File: config.mk
export PLATFORM = sky130hd
export DESIGN_NAME = axi_burst_addr_gen
export DESIGN_NICKNAME = d
export VERILOG_FILES = /design/src/rtl/abag_pkg.sv /design/src/rtl/abag_legal.sv /design/src/rtl/abag_step.sv /design/src/rtl/abag_beat_cnt.sv /design/src/rtl/axi_burst_addr_gen.sv
export SDC_FILE = /design/constraint.sdc
export NUM_CORES = 1
export LEC_CHECK = 0
export BUFFER_PORTS_ARGS = -buffer_cell sky130_fd_sc_hd__buf_2
export CAP_MARGIN = 5
export CORE_MARGIN = 2
export CORE_UTILIZATION = 62
export DETAILED_ROUTE_END_ITERATION = 16
export PLACE_DENSITY = 0.83
export SYNTH_ARGS = -nofsm -noshare
export SYNTH_HDL_FRONTEND = slang
export SYNTH_HIERARCHICAL = 1
export SYNTH_SLANG_ARGS = --single-unit
File: constraint.sdc
create_clock -name clk -period 10.2 [get_ports clk]
set_input_delay 1.02 -clock clk [delete_from_list [all_inputs] [get_ports clk]]
set_output_delay 1.02 -clock clk [all_outputs]
set_load 0.02 [all_outputs]
File: src/rtl/abag_pkg.sv
package abag_pkg;
  typedef enum logic [1:0] {
    BT_FIXED = 2'b00,
    BT_INCR  = 2'b01,
    BT_WRAP  = 2'b10,
    BT_RSVD  = 2'b11
  } burst_e;
endpackage

File: src/rtl/abag_legal.sv
// Checks one burst request against the burst rules (combinational).
module abag_legal
  import abag_pkg::*;
#(
  parameter int ADDR_W    = 32,
  parameter int LEN_W     = 8,
  parameter int BUS_LOG2  = 3,
  parameter int PAGE_LOG2 = 12
) (
  input  logic [ADDR_W-1:0] start_i,
  input  logic [2:0]        size_i,
  input  logic [LEN_W-1:0]  len_i,
  input  burst_e            kind_i,
  output logic              bad_o
);
  localparam int         EXT_W    = ADDR_W + LEN_W + 9;
  localparam logic [2:0] SIZE_LIM = 3'(BUS_LOG2);
  localparam int         N_WRAP   = 4;

  logic [ADDR_W-1:0] lane_mask;
  logic [EXT_W-1:0]  span, end_byte;
  logic              size_bad, crosses, misaligned, wrap_len_ok;
  logic [N_WRAP-1:0] wrap_hit;

  // Wrap lengths 2, 4, 8 and 16 beats: the length input is 2^(i+1)-1.
  for (genvar i = 0; i < N_WRAP; i++) begin : g_wrap_len
    assign wrap_hit[i] = (len_i == LEN_W'((1 << (i + 1)) - 1));
  end
  assign wrap_len_ok = |wrap_hit;

  assign lane_mask  = (ADDR_W'(1) << size_i) - ADDR_W'(1);
  assign misaligned = |(start_i & lane_mask);
  assign size_bad   = size_i > SIZE_LIM;
  assign span       = (EXT_W'(len_i) + EXT_W'(1)) << size_i;
  assign end_byte   = EXT_W'(start_i & ~lane_mask) + span - EXT_W'(1);
  assign crosses    = (end_byte >> PAGE_LOG2) != (EXT_W'(start_i) >> PAGE_LOG2);

  always_comb begin
    unique case (kind_i)
      BT_FIXED: bad_o = size_bad;
      BT_INCR:  bad_o = size_bad | crosses;
      BT_WRAP:  bad_o = size_bad | misaligned | !wrap_len_ok;
      default:  bad_o = 1'b1;
    endcase
  end
endmodule

File: src/rtl/abag_step.sv
// Next-beat address for the registered burst parameters (combinational).
module abag_step
  import abag_pkg::*;
#(
  parameter int ADDR_W = 32,
  parameter int LEN_W  = 8
) (
  input  logic [ADDR_W-1:0] addr_i,
  input  logic [2:0]        size_i,
  input  logic [LEN_W-1:0]  len_i,
  input  burst_e            kind_i,
  output logic [ADDR_W-1:0] next_o,
  output logic [ADDR_W-1:0] win_mask_o
);
  logic [ADDR_W-1:0] beat_bytes, lane_mask, incr_next, wrap_next;

  assign beat_bytes = ADDR_W'(1) << size_i;
  assign lane_mask  = beat_bytes - ADDR_W'(1);
  // Window of (len+1) beats; a power of two for every legal wrap length.
  assign win_mask_o = (ADDR_W'(len_i) << size_i) | lane_mask;
  assign incr_next  = (addr_i & ~lane_mask) + beat_bytes;
  assign wrap_next  = (addr_i & ~win_mask_o) | ((addr_i + beat_bytes) & win_mask_o);

  always_comb begin
    unique case (kind_i)
      BT_INCR: next_o = incr_next;
      BT_WRAP: next_o = wrap_next;
      default: next_o = addr_i;
    endcase
  end
endmodule

File: src/rtl/abag_beat_cnt.sv
// Counts accepted beats and flags the final one.
module abag_beat_cnt #(
  parameter int LEN_W = 8
) (
  input  logic             clk,
  input  logic             rst_n,
  input  logic             load_i,
  input  logic             advance_i,
  input  logic [LEN_W-1:0] len_q_i,
  output logic             last_o,
  output logic             step_o
);
  logic [LEN_W-1:0] beat_q;

  assign last_o = (beat_q == len_q_i);
  assign step_o = advance_i && !load_i && !last_o;

  always_ff @(posedge clk or negedge rst_n) begin
    if (!rst_n)      beat_q <= '0;
    else if (load_i) beat_q <= '0;
    else if (step_o) beat_q <= beat_q + LEN_W'(1);
  end

  // the count can never run past the stored length
  assert_beat_bounded_R5: assert property (@(posedge clk) disable iff (!rst_n)
    (last_o && !load_i) |=> last_o);
endmodule

File: src/rtl/axi_burst_addr_gen.sv
module axi_burst_addr_gen
  import abag_pkg::*;
#(
  parameter int ADDR_W    = 32,
  parameter int BUS_LOG2  = 3,
  parameter int PAGE_LOG2 = 12
) (
  input  logic              clk,
  input  logic              rst_n,
  input  logic              load_i,
  input  logic [ADDR_W-1:0] start_addr_i,
  input  logic [2:0]        size_i,
  input  logic [7:0]        len_i,
  input  logic [1:0]        burst_i,
  input  logic              advance_i,
  output logic [ADDR_W-1:0] addr_o,
  output logic              last_o,
  output logic              illegal_o
);
  localparam int LEN_W = 8;

  logic [ADDR_W-1:0] addr_q, next_addr, win_mask;
  logic [2:0]        size_q;
  logic [LEN_W-1:0]  len_q;
  burst_e            kind_q;
  logic              bad_q, req_bad, step;

  abag_legal #(.ADDR_W(ADDR_W), .LEN_W(LEN_W), .BUS_LOG2(BUS_LOG2),
               .PAGE_LOG2(PAGE_LOG2)) legal_i (
    .start_i (start_addr_i),
    .size_i  (size_i),
    .len_i   (len_i),
    .kind_i  (burst_e'(burst_i)),
    .bad_o   (req_bad)
  );

  abag_step #(.ADDR_W(ADDR_W), .LEN_W(LEN_W)) step_i (
    .addr_i     (addr_q),
    .size_i     (size_q),
    .len_i      (len_q),
    .kind_i     (kind_q),
    .next_o     (next_addr),
    .win_mask_o (win_mask)
  );

  abag_beat_cnt #(.LEN_W(LEN_W)) cnt_i (
    .clk       (clk),
    .rst_n     (rst_n),
    .load_i    (load_i),
    .advance_i (advance_i),
    .len_q_i   (len_q),
    .last_o    (last_o),
    .step_o    (step)
  );

  always_ff @(posedge clk or negedge rst_n) begin
    if (!rst_n) begin
      addr_q <= '0;
      size_q <= '0;
      len_q  <= '0;
      kind_q <= BT_FIXED;
      bad_q  <= 1'b0;
    end else if (load_i) begin
      addr_q <= start_addr_i;
      size_q <= size_i;
      len_q  <= len_i;
      kind_q <= burst_e'(burst_i);
      bad_q  <= req_bad;
    end else if (step) begin
      addr_q <= next_addr;
    end
  end

  assign addr_o    = addr_q;
  assign illegal_o = bad_q;

  // load places the start address and restarts the count
  assert_load_start_R1: assert property (@(posedge clk) disable iff (!rst_n)
    load_i |=> (addr_o == $past(start_addr_i)) && (last_o == ($past(len_i) == '0)));
  // fixed bursts keep their address
  assert_fixed_hold_R2: assert property (@(posedge clk) disable iff (!rst_n)
    (!load_i && kind_q == BT_FIXED) |=> $stable(addr_o));
  // after a step in an incrementing burst the address is size-aligned
  assert_incr_aligned_R3: assert property (@(posedge clk) disable iff (!rst_n)
    (advance_i && !load_i && !last_o && kind_q == BT_INCR)
      |=> ((addr_o & ((ADDR_W'(1) << size_q) - ADDR_W'(1))) == '0));
  // a wrapping step never leaves its window
  assert_wrap_window_R4: assert property (@(posedge clk) disable iff (!rst_n)
    (advance_i && !load_i && kind_q == BT_WRAP)
      |=> ((addr_o & ~win_mask) == ($past(addr_o) & ~win_mask)));
  // an advance on the last beat changes nothing
  assert_last_hold_R6: assert property (@(posedge clk) disable iff (!rst_n)
    (advance_i && !load_i && last_o) |=> ($stable(addr_o) && last_o && $stable(illegal_o)));
  // the reserved type code is always flagged
  assert_rsvd_flag_R9: assert property (@(posedge clk) disable iff (!rst_n)
    (load_i && burst_i == 2'b11) |=> illegal_o);
  // the flag only moves on a load
  assert_flag_steady_R11: assert property (@(posedge clk) disable iff (!rst_n)
    !load_i |=> $stable(illegal_o));
endmodule

==> impl_metrics.csv <==
group,metric,value,unit
route,wire_per_inst,18.6,um
clock_network,postCtsSetupRepairBufs,0,
hold_path,hold_path_end,"kind_q[1]$_DFFE_PN0P_",
setup_path,path_class,"input pin to flop",
route,drc,0,
timing,hold_violations,0,
timing,finalSetupTns,0,ns
route,drt_pass1_iterations,6,
setup_path,critPathLaunchType,"input pin",
setup_path,reg2reg_from,"size_q[0]$_DFFE_PN0P_",
setup_path,path_delay_family,"simple AND/OR/NAND/NOR gates",
power,power.density,114,nW/um^2
timing,setup_violations,0,
clock_network,cts_tree,"built",
setup_path,critPathRequiredTime,10.39,ns
setup_path,rrSetupSlack,6.08,ns
global_route,grt_max_degree,96,
hold_path,min_from,"kind_q[1]$_DFFE_PN0P_",
global_route,grt.total_usage,0.341,
yosys,synth_fp_nets,1316,
yosys,synth.avg_cell_area,7.43,sq um
power,cellLeakagePower,4.16,nW
clock_network,path_clk_slew,0.08,ns
clock_network,cts.sinks,54,
route,vias_per_cell,6.53,
setup_path,cp-end-kind,"flop",
run,cap_violations,0,
global_route,grt_pass1_vias,8228,
route,ant_nets,0,
timing,fin_crit,5.57,ns
die,start_util,0.639,
route,wirelength,26100,um
final_layout,utilization,0.671,
hold_path,hold_class,"flop to flop",
final_layout,layout.nets,1341,
route,drt_iter0_drc,1138,
die,pin_count,83,
setup_path,critPathMaxStageDelay,0.41,ns
die,chipHeight,124,um
place,place.port_buffers,82,
setup_path,cp_slowest_cell,"buf_2",
clock_network,cts.repair.resized,0,
hold_path,whs_path_depth,1,
clock_network,cts_made_buffers,5,
timing,slew_violations,0,
global_route,antenna_found_initial,0,
die,rows,43,
outcome,status,"complete, no violations",
global_route,overflow,0,
setup_path,arrival,5.77,ns
final_layout,final_cells,1405,
yosys,yosysWarningCount,6,
global_route,grt_pass1_wl,41500,um
setup_path,crit_fanout,33,
yosys,syn_inst,1199,
timing,max_freq,179,MHz
yosys,synth_area,8900,sq um
die,die_w,124,um
timing,slew_headroom,0.289,
die,die-area,15300,sq um
final_layout,diodes,0,
setup_path,crit_buf_inv,3,
timing,tightest_slew,1.07,ns
place,dp_hpwl,19800,um
timing,min_period_over_period,0.546,
place,dp.cells,1397,
clock_network,max-clock-path-buffers,2,
setup_path,path_cells,"buf_2 > inv_1 > and2_1 > a22o_1 > a211oi_1 > nor2_1 > a21oi_1 > o21ai_0 > ha_1 > inv_1 > ha_1 > nand3_1 > nor3_1 > a211oi_2 > nor4_1 > mux2_2 > nor4_1 > nand4_1 > nor4_1 > o211ai_1 > mux2_4",
die,core_area,13900,sq um
final_layout,syn2layout_area_growth,5.00,%
setup_path,cpMostUsedCell,"nor4_1",
setup_path,r2r_cells,13,
power,ir_drop,0.0615,mV
clock_network,clock_latency,0.31,ns
setup_path,r2r-end,"addr_o[30]$_DFFE_PN0P_",
route,vias,9177,
place,gp_congestion,1.06,
clock_network,ctsHoldBuffers,0,
timing,rsz0062_at_grt,"false",
clock_network,cts_root_buf,"clkbuf_16",
clock_network,htreeDepth,2,
timing,skew,0.00630,ns
final_layout,layout-drive-gt1-share,0.134,
==> flip-flops by register name (all words and copies together) (netlist names) <==
name / cells
addr_o: 32
illegal_o: 1
size_q: 3
cnt_i/beat_q: 8
kind_q: 2
len_q: 8
==> how the worst max path moves through the flow <==
stage | cells after the start | to | slack [ns] | startpoint
3_5_place_dp | 21 | illegal_o$_DFFE_PN0P_ | 4.43 | size_i[0]
2_1_floorplan | 21 | illegal_o$_DFFE_PN0P_ | 4.94 | size_i[0]
5_1_grt | 21 | illegal_o$_DFFE_PN0P_ | 4.25 | size_i[0]
4_1_cts | 21 | illegal_o$_DFFE_PN0P_ | 4.72 | size_i[0]
3_3_place_gp | 21 | illegal_o$_DFFE_PN0P_ | 4.54 | len_i[0]
6_report | 21 | illegal_o$_DFFE_PN0P_ | 4.63 | size_i[0]
==> final cells by class <==
type                       instances  area [sq um]
fill                            1207          4580
clock inverter                     3          28.8
clock buffer                       5           125
timing repair buffer              89           465
tap                              180           225
inverter                          82           308
multi-input combinational        992          6850
sequential                        54          1350
==> per-stage QoR <==
step	cell area, sq um	hold slack, ns	setup slack [ns]	power, mW
global placement	9200	0.536	4.54	0.851
detailed placement	9200	0.541	4.43	0.862
finish	9350	0.563	4.63	1.06
CTS	9350	0.561	4.72	1.05
global route	9350	0.567	4.25	1.14
floorplan	8900	0.505	4.94	0.718
==> cells in the final DEF, fill, tap and decap left out, types with 20 or more instances in the layout <==
cell and count:
inv_1 80, nor2b_1 26, o21ai_1 32, a21oi_1 70, xnor2_1 20, nor3_1 27, dfrtp_1 54, buf_2 81
nand3_1 25, o21ai_0 70, mux2i_1 63, nand4_1 22, nor2_1 91, o211ai_1 20, nand2_1 150, xor2_1 26
ha_1 67
==> where the power goes <==
part | leakage, nW | internal, mW | total (mW) | switching (mW)
clock network | 0.0763 | 0.0945 | 0.186 | 0.0917
registers | 0.664 | 0.235 | 0.280 | 0.0457
logic | 3.42 | 0.232 | 0.597 | 0.364
==> per-layer routing <==
layer / GRT usage / up-vias / share of wire / wire length [um]
li1: - / 4394 / - / -
met4: 0.110 / 0 / 0.023 / 603
met5: 0 / - / 0 / 0
met3: 0.0362 / 58 / 0.085 / 2230
met2: 0.547 / 468 / 0.46 / 12100
met1: 0.482 / 4257 / 0.43 / 11200
Note: power is estimated with default switching activity, not from simulation.
